==> src/rtl/tf_pkg.sv <==
package tf_pkg;
    typedef enum logic [1:0] {
        ST_IDLE,
        ST_WR,
        ST_RD
    } tf_state_e;

    // Word addresses whose meaning the device core depends on
    localparam int TF_DATA     = 0;
    localparam int TF_FEAT     = 1;
    localparam int TF_COUNT    = 2;
    localparam int TF_LBA0     = 3;
    localparam int TF_LBA1     = 4;
    localparam int TF_LBA2     = 5;
    localparam int TF_DEV      = 6;
    localparam int TF_CMD      = 7;
    localparam int TF_ALT      = 8;
    localparam int TF_SCR_BASE = 9;

    localparam int SHADOW_N = 6;
    localparam int BSY_BIT  = 7;
    localparam int DRQ_BIT  = 3;

    typedef logic [SHADOW_N-1:0][7:0] shadow_t;
endpackage

==> src/rtl/tf_fsm.sv <==
module tf_fsm
    import tf_pkg::*;
#(
    parameter int ADDR_W = 4,
    parameter int DATA_W = 32
) (
    input  logic                clk,
    input  logic                rst_n,
    input  logic                bus_sel,
    input  logic                bus_wr,
    input  logic [ADDR_W-1:0]   bus_addr,
    input  logic [DATA_W-1:0]   bus_wdata,
    input  logic                wr_allow,
    output logic                ack,
    output logic                rd_phase,
    output logic [ADDR_W-1:0]   req_addr,
    output logic [DATA_W-1:0]   req_wdata,
    output logic                cmd_valid,
    output logic                ctl_valid,
    output logic                pio_wr,
    output logic                pio_rd,
    output logic [SHADOW_N-1:0] shadow_we,
    output logic                scr_we,
    output logic                irq_clr
);
    tf_state_e state_q, state_d;

    always_ff @(posedge clk) begin
        if (!rst_n) state_q <= ST_IDLE;
        else        state_q <= state_d;
    end

    always_comb begin
        state_d = state_q;
        unique case (state_q)
            ST_IDLE: if (bus_sel) state_d = bus_wr ? ST_WR : ST_RD;
            ST_WR:   state_d = ST_IDLE;
            ST_RD:   state_d = ST_IDLE;
            default: state_d = ST_IDLE;
        endcase
    end

    always_ff @(posedge clk) begin
        if (!rst_n) begin
            req_addr  <= '0;
            req_wdata <= '0;
        end else if (state_q == ST_IDLE && bus_sel) begin
            req_addr  <= bus_addr;
            req_wdata <= bus_wdata;
        end
    end

    always_comb begin
        ack       = 1'b0;
        rd_phase  = 1'b0;
        cmd_valid = 1'b0;
        ctl_valid = 1'b0;
        pio_wr    = 1'b0;
        pio_rd    = 1'b0;
        shadow_we = '0;
        scr_we    = 1'b0;
        irq_clr   = 1'b0;
        unique case (state_q)
            ST_IDLE: ;
            ST_WR: begin
                ack = 1'b1;
                for (int i = 0; i < SHADOW_N; i++)
                    shadow_we[i] = wr_allow && (req_addr == ADDR_W'(TF_FEAT + i));
                cmd_valid = wr_allow && (req_addr == ADDR_W'(TF_CMD));
                irq_clr   = wr_allow && (req_addr == ADDR_W'(TF_CMD));
                ctl_valid = (req_addr == ADDR_W'(TF_ALT));
                pio_wr    = (req_addr == ADDR_W'(TF_DATA));
                scr_we    = (req_addr >= ADDR_W'(TF_SCR_BASE));
            end
            ST_RD: begin
                ack      = 1'b1;
                rd_phase = 1'b1;
                pio_rd   = (req_addr == ADDR_W'(TF_DATA));
                irq_clr  = (req_addr == ADDR_W'(TF_CMD));
            end
            default: ;
        endcase
    end

    AST_ACK_SINGLE: assert property (@(posedge clk) disable iff (!rst_n) ack |=> !ack);
    AST_SEL_TAKEN: assert property (@(posedge clk) disable iff (!rst_n) (state_q == ST_IDLE && bus_sel) |=> ack);
endmodule

==> src/rtl/tf_regs.sv <==
module tf_regs
    import tf_pkg::*;
#(
    parameter int NUM_WORDS = 16,
    parameter int ADDR_W    = 4,
    parameter int DATA_W    = 32,
    parameter int PIO_W     = 16
) (
    input  logic                clk,
    input  logic                rst_n,
    input  logic [ADDR_W-1:0]   req_addr,
    input  logic [DATA_W-1:0]   req_wdata,
    input  logic [SHADOW_N-1:0] shadow_we,
    input  logic                scr_we,
    input  logic [7:0]          dev_status,
    input  logic [7:0]          dev_error,
    input  logic [PIO_W-1:0]    dev_pio_rdata,
    output shadow_t             shadow_q,
    output logic [DATA_W-1:0]   rd_data
);
    localparam int SCR_N  = NUM_WORDS - TF_SCR_BASE;
    localparam int SCR_W  = (SCR_N > 1) ? $clog2(SCR_N) : 1;
    localparam int SH_W   = $clog2(SHADOW_N);

    logic [SCR_N-1:0][DATA_W-1:0] scr_q;
    logic [SCR_W-1:0] scr_idx;
    logic [SH_W-1:0]  sh_idx;

    assign scr_idx = SCR_W'(req_addr - ADDR_W'(TF_SCR_BASE));
    assign sh_idx  = SH_W'(req_addr - ADDR_W'(TF_FEAT));

    generate
        for (genvar g = 0; g < SHADOW_N; g++) begin : g_shadow
            always_ff @(posedge clk) begin
                if (!rst_n)          shadow_q[g] <= '0;
                else if (shadow_we[g]) shadow_q[g] <= req_wdata[7:0];
            end
        end
    endgenerate

    always_ff @(posedge clk) begin
        if (!rst_n) begin
            scr_q <= '0;
        end else if (scr_we) begin
            for (int s = 0; s < SCR_N; s++)
                if (int'(scr_idx) == s) scr_q[s] <= req_wdata;
        end
    end

    always_comb begin
        rd_data = '0;
        case (int'(req_addr))
            TF_DATA: rd_data = DATA_W'(dev_pio_rdata);
            TF_FEAT: rd_data = DATA_W'(dev_error);
            TF_COUNT, TF_LBA0, TF_LBA1, TF_LBA2, TF_DEV:
                rd_data = DATA_W'(shadow_q[sh_idx]);
            TF_CMD, TF_ALT: rd_data = DATA_W'(dev_status);
            default: if (int'(scr_idx) < SCR_N) rd_data = scr_q[scr_idx];
        endcase
    end

    AST_SHADOW_ONEHOT: assert property (@(posedge clk) disable iff (!rst_n) $onehot0(shadow_we));
endmodule

==> src/rtl/tf_irq.sv <==
module tf_irq (
    input  logic clk,
    input  logic rst_n,
    input  logic set,
    input  logic clr,
    output logic irq
);
    always_ff @(posedge clk) begin
        if (!rst_n)   irq <= 1'b0;
        else if (set) irq <= 1'b1;
        else if (clr) irq <= 1'b0;
    end

    AST_SET_WINS: assert property (@(posedge clk) disable iff (!rst_n) set |=> irq);
    AST_RISE_CAUSE: assert property (@(posedge clk) disable iff (!rst_n) $rose(irq) |-> $past(set));
endmodule

==> src/rtl/tf_frontend.sv <==
module tf_frontend
    import tf_pkg::*;
#(
    parameter  int NUM_WORDS = 16,
    parameter  int DATA_W    = 32,
    parameter  int PIO_W     = 16,
    localparam int ADDR_W    = $clog2(NUM_WORDS)
) (
    input  logic              clk,
    input  logic              rst_n,
    input  logic              bus_sel,
    input  logic              bus_wr,
    input  logic [ADDR_W-1:0] bus_addr,
    input  logic [DATA_W-1:0] bus_wdata,
    output logic              bus_ack,
    output logic [DATA_W-1:0] bus_rdata,
    input  logic [7:0]        dev_status,
    input  logic [7:0]        dev_error,
    input  logic              dev_done,
    input  logic [PIO_W-1:0]  dev_pio_rdata,
    output logic              cmd_valid,
    output logic [7:0]        cmd_code,
    output logic              ctl_valid,
    output logic [7:0]        ctl_data,
    output logic              pio_wr,
    output logic              pio_rd,
    output logic [PIO_W-1:0]  pio_wdata,
    output logic [7:0]        tf_feature,
    output logic [7:0]        tf_count,
    output logic [7:0]        tf_lba0,
    output logic [7:0]        tf_lba1,
    output logic [7:0]        tf_lba2,
    output logic [7:0]        tf_device,
    output logic              irq
);
    logic                wr_allow;
    logic                rd_phase;
    logic [ADDR_W-1:0]   req_addr;
    logic [DATA_W-1:0]   req_wdata;
    logic [SHADOW_N-1:0] shadow_we;
    logic                scr_we;
    logic                irq_clr;
    logic [DATA_W-1:0]   rd_data;
    shadow_t             shadow_q;

    assign wr_allow = !dev_status[BSY_BIT] && !dev_status[DRQ_BIT];

    tf_fsm #(.ADDR_W(ADDR_W), .DATA_W(DATA_W)) u_fsm (
        .clk(clk), .rst_n(rst_n), .bus_sel(bus_sel), .bus_wr(bus_wr),
        .bus_addr(bus_addr), .bus_wdata(bus_wdata), .wr_allow(wr_allow),
        .ack(bus_ack), .rd_phase(rd_phase), .req_addr(req_addr),
        .req_wdata(req_wdata), .cmd_valid(cmd_valid), .ctl_valid(ctl_valid),
        .pio_wr(pio_wr), .pio_rd(pio_rd), .shadow_we(shadow_we),
        .scr_we(scr_we), .irq_clr(irq_clr)
    );

    tf_regs #(.NUM_WORDS(NUM_WORDS), .ADDR_W(ADDR_W), .DATA_W(DATA_W), .PIO_W(PIO_W)) u_regs (
        .clk(clk), .rst_n(rst_n), .req_addr(req_addr), .req_wdata(req_wdata),
        .shadow_we(shadow_we), .scr_we(scr_we), .dev_status(dev_status),
        .dev_error(dev_error), .dev_pio_rdata(dev_pio_rdata),
        .shadow_q(shadow_q), .rd_data(rd_data)
    );

    tf_irq u_irq (
        .clk(clk), .rst_n(rst_n), .set(dev_done), .clr(irq_clr), .irq(irq)
    );

    assign bus_rdata  = rd_phase ? rd_data : '0;
    assign cmd_code   = req_wdata[7:0];
    assign ctl_data   = req_wdata[7:0];
    assign pio_wdata  = req_wdata[PIO_W-1:0];
    assign tf_feature = shadow_q[TF_FEAT  - TF_FEAT];
    assign tf_count   = shadow_q[TF_COUNT - TF_FEAT];
    assign tf_lba0    = shadow_q[TF_LBA0  - TF_FEAT];
    assign tf_lba1    = shadow_q[TF_LBA1  - TF_FEAT];
    assign tf_lba2    = shadow_q[TF_LBA2  - TF_FEAT];
    assign tf_device  = shadow_q[TF_DEV   - TF_FEAT];

    AST_STROBE_EXCL: assert property (@(posedge clk) disable iff (!rst_n) $onehot0({cmd_valid, ctl_valid, pio_wr, pio_rd}));
    AST_STROBE_ACK: assert property (@(posedge clk) disable iff (!rst_n) (cmd_valid || ctl_valid || pio_wr || pio_rd) |-> bus_ack);
    AST_COUNT_GATED: assert property (@(posedge clk) disable iff (!rst_n) !$stable(tf_count) |-> $past(!dev_status[BSY_BIT] && !dev_status[DRQ_BIT]));
    AST_FEAT_GATED: assert property (@(posedge clk) disable iff (!rst_n) !$stable(tf_feature) |-> $past(!dev_status[BSY_BIT] && !dev_status[DRQ_BIT]));
    AST_CMD_CLEARS: assert property (@(posedge clk) disable iff (!rst_n) (cmd_valid && !dev_done) |=> !irq);
    AST_IDLE_RDATA: assert property (@(posedge clk) disable iff (!rst_n) !bus_ack |-> (bus_rdata == '0));
endmodule

==> config.mk <==
export PLATFORM = sky130hd
export DESIGN_NAME = tf_frontend
export DESIGN_NICKNAME = d
export VERILOG_FILES = /design/src/rtl/tf_pkg.sv /design/src/rtl/tf_fsm.sv /design/src/rtl/tf_regs.sv /design/src/rtl/tf_irq.sv /design/src/rtl/tf_frontend.sv
export SDC_FILE = /design/constraint.sdc
export NUM_CORES = 1
export LEC_CHECK = 0
export BUFFER_PORTS_ARGS = -buffer_cell sky130_fd_sc_hd__buf_2
export CELL_PAD_IN_SITES_DETAIL_PLACEMENT = 0
export CELL_PAD_IN_SITES_GLOBAL_PLACEMENT = 2
export CORE_MARGIN = 1
export CORE_UTILIZATION = 38
export CTS_CLUSTER_SIZE = 28
export DETAILED_ROUTE_END_ITERATION = 7
export PLACE_DENSITY_LB_ADDON = 0.1
export SLEW_MARGIN = 40
export SYNTH_ARGS = -nofsm -noshare
export SYNTH_HDL_FRONTEND = slang
export SYNTH_HIERARCHICAL = 1
export SYNTH_SLANG_ARGS = --single-unit
==> constraint.sdc <==
create_clock -name clk -period 10.05 [get_ports clk]
set_clock_uncertainty 0.1 [all_clocks]
set_input_delay 0 -clock clk [delete_from_list [all_inputs] [get_ports clk]]
set_output_delay 0 -clock clk [all_outputs]
set_load 0.02 [all_outputs]
=== Word level (Yosys, flattened, before mapping) ===
Cells that the tools add are included.

* Bits in registers: 311
* Latch bits: 0
* Bits in writable memories: 0
* ROM bits: 0
* Bits of input ports: 73
* Output and inout bits: 118
* Word-level logic and storage cells: 84
* Memories kept: 0

* Add/subtract/negate cells: 2
* Multiply operators: 0
* Divide/modulo/power cells: 0
* Magnitude comparators: 4
* Eq/ne operators: 16
* Shift operators: 0
* Mux-type cells: 19
* Bitwise operators: 0
* Reduce and logical (&&, ||, !) cells: 26

{| class="wikitable"
|+ Operator list
! cell !! count
|-
| $pmux W32 S4 || 1
|-
| $bmux W32 S3 || 1
|-
| $mux W32 || 3
|-
| $bmux W8 S3 || 1
|-
| $eq A4 B3 Y1 const B || 4
|-
| $reduce_and A2 Y1 || 8
|-
| $eq A3 B3 Y1 const B || 4
|-
| $logic_and A1 B1 Y1 || 9
|-
| $mux W1 || 9
|-
| $eq A4 B2 Y1 const B || 2
|-
| $lt A3 B4 Y1 const B || 2
|-
| $mux W8 || 1
|-
| $eq A3 B2 Y1 const B || 2
|-
| $mux W6 || 1
|-
| $sub A3 B1 Y3 const B || 2
|-
| $reduce_or A5 Y1 || 1
|-
| $eq A4 B1 Y1 const B || 1
|-
| $eq A4 B4 Y1 const B || 1
|-
| $ge A4 B4 Y1 const B || 1
|-
| $logic_not A4 Y1 || 1
|-
| $reduce_or A2 Y1 || 2
|-
| $logic_not A3 Y1 || 1
|-
| $lt A3 B3 Y1 const B || 1
|-
| $eq A2 B1 Y1 const B || 1
|-
| 6 further kinds || 7
|}

=== Logic depth before layout (Yosys ltp) ===
* Word-level depth: 6
* Mapped depth: 12
* Gate-level depth less buffers: 8

=== Modules after synthesis ===
The synthesis kept the hierarchy.

{| class="wikitable"
|+ Modules (own cells, without submodules)
! module !! instances !! cells each !! area an instance (sq um)
|-
| tf_regs || 1 || 1444 || 12718.4
|-
| tf_fsm || 1 || 198 || 1891.8
|-
| tf_frontend || 1 || 52 || 379.1
|-
| tf_irq || 1 || 3 || 41.3
|}

=== Worst setup path after synthesis ===
Ideal clock, no wire load.

* Path kind: register to output
* From: register u_fsm.req_addr[0]
* To: output port bus_rdata[23]
* Arrival time: 3310 ps
* Slack: 6640 ps
* Stages on the path, launching flop included: 12
* Path buffers: 4
* Cells stage by stage: dfxtp_1 buf_4 buf_2 clkinv_1 ha_1 ha_1 clkbuf_1 a222oi_1 nand2_2 buf_6 nor3_2 and2_2

* Longest elaborated chain between the ends: 6

{| class="wikitable"
|+ RTL lines
! what !! RTL line !! text
|-
| start, declared || tf_fsm.sv:16 || <nowiki>output logic [ADDR_W-1:0] req_addr,</nowiki>
|-
| start signal, assigned || tf_fsm.sv:48 || <nowiki>req_addr <= bus_addr;</nowiki>
|-
| $sub A3 B1 Y3 || tf_regs.sv:29 || <nowiki>assign scr_idx = SCR_W'(req_addr - ADDR_W'(TF_SCR_BASE));</nowiki>
|-
| $bmux W32 S3 || tf_regs.sv:58 || <nowiki>default: if (int'(scr_idx) < SCR_N) rd_data = scr_q[scr_idx];</nowiki>
|-
| $mux W32 (implied by the code) || tf_regs.sv:58 ||
|-
| $mux W32 || tf_regs.sv:58 ||
|-
| $pmux W32 S4 (*) || tf_regs.sv:52 || <nowiki>case (int'(req_addr))</nowiki>
|-
| via rd_data[23] || tf_frontend.sv:43 || <nowiki>logic [DATA_W-1:0] rd_data;</nowiki>
|-
| $mux W32 (*) || tf_frontend.sv:68 || <nowiki>assign bus_rdata = rd_phase ? rd_data : '0;</nowiki>
|-
| end, declared || tf_frontend.sv:16 || <nowiki>output logic [DATA_W-1:0] bus_rdata,</nowiki>
|}

The timed path passes the listed nets; every way through them passes the cells marked *. The select of a mux whose other input is x is not followed.

=== Worst setup path after layout ===
* From: register u_fsm.req_addr[0]
* To: output port bus_rdata[0]

* Longest elaborated chain between the ends: 6

{| class="wikitable"
|+ RTL lines
! what !! RTL line
|-
| $sub A3 B1 Y3 || tf_regs.sv:29, tf_regs.sv:30
|-
| $bmux W32 S3 || tf_regs.sv:58
|-
| $mux W32 (implied by the code) || tf_regs.sv:58
|-
| $mux W32 || tf_regs.sv:58
|-
| $pmux W32 S4 (*) || tf_regs.sv:52
|-
| via rd_data[0] || tf_frontend.sv:43
|-
| $mux W32 (*) || tf_frontend.sv:68
|}

Marks and branches as above.

==> results.txt <==
Cell family with most CP delay = buffers and inverters
Register area share after synthesis = 41.42%
Vias = 12,565
Inst Count DP = 2,266
Crit. End Element = primary output
P_leak = 6.403 nW
Initial Util = 38.71%
Drt drc = 0
Hold Slack = 0.07047 ns
Synth top area cells = dfxtp_1 (41%), a21boi_0 (13%), nand2_1 (12%)
Critical Path Max Stage Delay = 0.75 ns
Tcrit/Tclk final = 51.10%
Yosys top cell area share = 41.42%
Initial DRC count = 672
TritonCTS clock tree = done
Total negative setup slack = 0 ns
Drt first pass iters = 5
Worst rel slew slack = 42.66%
Worst Min Path Start = bus_sel
Layout cell share with drive strength beyond 1 = 20.03%
Die X = 200.9 um
ANT cells = 0
Syn Nets = 1,779
RSZ-0062 raised after global routing = false
# port buffers = 190
Most common cell after layout, fill and taps aside = nand2_1
Die area = 0.04035 mm2
Largest net degree at the start of global routing = 110
Routed len/inst = 20.76 um
GP Congestion = 0.8520
Vias in the first global route = 12,348
I/O Pins = 191
Worst Tran Pin Value = 0.8589 ns
R2R setup slack = 5.95 ns
Synthesized instance count = 1,697
Max-Cap Viols = 0
R2R depth = 8
Layout Area Growth over Synthesis = 18.95%
# rows = 72
Total GRT Usage = 24.50%
CP bufs+invs = 5
CP Cell Sequence = clkinv_1, ha_4, ha_2, buf_4, clkinv_1, buf_4, a221oi_1, a221o_1, o21ai_1, and2_2, buf_2
Worst setup startpoint = u_fsm/req_addr[0]
Final Non-Filler Cells = 2,395
CTS buffer count = 37
NumNets Final = 1,933
Clock slew at reported path FFs = 0.06 ns
Final Setup Violations = 0
Post-route ant nets = 0
Routed vias/inst = 5.246
CTS Root Cell = clkbuf_16
Min-Delay Path Depth = 4
Post-cts sizing count = 0
Final hold vios = 0
Yosys warns = 6
Setup ws final = 4.915 ns
Unique masters post-synth = 46
WP data required = 9.95 ns
VDD IR max = 0.0001050 V
Avg Synthesized Cell Area = 8.857 um2
GR Overflow Total = 0
Fmax = 0.1947 GHz
DP Worst Slack = 5.460 ns
WS Path Type = flip-flop to primary output
Max Buffers Root-to-Sink = 3
Tmin final = 5.135 ns
CP arrival = 5.04 ns
Cell accounting for the most synthesized area = dfxtp_1
First-pass GRT wire length = 76,660 um
Hpwl dp = 29,830 um
Die Ht = 200.9 um
Outcome = complete, no violations
Core area = 0.03883 mm2
H-tree Lvls = 2
Yosys reg bits = 311
FILL cells = 3,822
Capture point of the worst reg-to-reg path = u_regs/scr_q[220]
Power per cell area = 160.6 mW/mm2
Slew Limit Fails = 0
Routed WL = 49,720 um
Number of clock sinks = 311
Initial antenna violation count = 0
RR Startpoint = u_fsm/req_addr[0]
Crit-path max FO = 46
Mapped Area = 0.01503 mm2
Commonest cells after routing, fill and taps aside = nand2_1 (482), dfxtp_1 (308), a21boi_0 (255)
Crit path launch type = flip-flop
Clock latency on the worst-skew pair = 0.56 ns
Hold Crit Endpoint = u_fsm/state_q[1]
Worst Hold Class = primary input to flip-flop
Slowest CP cell = dfxtp_4
==> routing by layer <==
metal  share of wire, %  global-route usage, %
met3                4.4                  3.344
met5                  0                      0
met4                2.0                  6.979
met2                 47                  41.09
met1                 46                  32.73
==> sequential cells by signal, indices dropped and copies added (netlist names) <==
name,flops
u_regs/scr_q,224
u_regs/shadow_q,48
u_fsm/req_wdata,32
u_fsm/req_addr,4
u_fsm/state_q,2
u_irq/irq,1
==> through the flow <==
step | power (W) | util, % | cell area (um2)
floorplan | 0.001484 | - | 15030
global placement | 0.001578 | 41.27 | 16030
detailed placement | 0.001581 | 41.41 | 16080
CTS | 0.002905 | 46.04 | 17870
global route | 0.002979 | 46.05 | 17880
finish | 0.002872 | 46.05 | 17880
==> cells in the mapped netlist, drive strengths merged <==
cell type and number:
nor3 13, o21ai 21, nor2b 62, nand4b 1, nand2 483, nand3 3
a221oi 13, clkbuf 110, mux2 18, nand2b 4, a222oi 9, and2 39
a22o 8, a32o 4, o21a 37, clkinv 2, or3 1, and4b 1
a21boi 260, nand4bb 1, buf 55, nor2 14, nand3b 2, and3 41
ha 9, inv 5, o311a 1, a22oi 8, a21oi 9, mux2i 92
o2bb2ai 19, mux4 32, nor4b 1, a31oi 4, a221o 4, dfxtp 311
==> logic make-up (layout without fill, tap and decap cells) <==
group,Yosys count,after routing,synth area share (%)
DFF,311,311,41.42
and+or+nand+nor,666,666,20.05
AOI/OAI and AO/OA,397,397,19.93
adders and majority gates,9,9,0.7492
buffers and inverters,172,352,5.577
muxes,142,142,12.27
==> final cells by class <==
class / count / area (um2) / share of cell area (%)
multi-input cells: 1214 / 8016 / 44.84
repair buffers: 280 / 1802 / 10.08
inverters: 7 / 26.28 / 0.1470
clock buffers: 59 / 1121 / 6.270
well taps: 518 / 648.1 / 3.625
flip-flops and latches: 311 / 6232 / 34.86
clock inverters: 6 / 33.78 / 0.1889
==> what timing repair did <==
action | 4_1_cts | 5_1_grt
endpoints found under the hold margin | 108 | 0
hold buffers | 64 | 0
buffers inserted | 0 | 0
==> power by group <==
group          switching, W  internal, W
clock network      0.000534     0.000763
registers         0.0000389      0.00124
logic              0.000173     0.000120
total              0.000746      0.00213
==> worst max path at each step <==
stage / to / cells past startpoint
CTS: bus_rdata[0] / 11
finish: bus_rdata[0] / 11
global placement: bus_rdata[30] / 8
floorplan: bus_rdata[23] / 11
global route: bus_rdata[0] / 11
detailed placement: bus_rdata[0] / 11
==> worst register-to-register path: cells and delay by family, from the launching register on <==
| kind | cells | cell delay (ns) |
|---|---|---|
| AOI/OAI and AO/OA | 1 | 0.08 |
| and+or+nand+nor | 2 | 0.74 |
| buffers and inverters | 3 | 1.56 |
| adders and majority gates | 2 | 0.74 |
| DFF | 1 | 0.75 |
(Power assumes the default switching activity.)
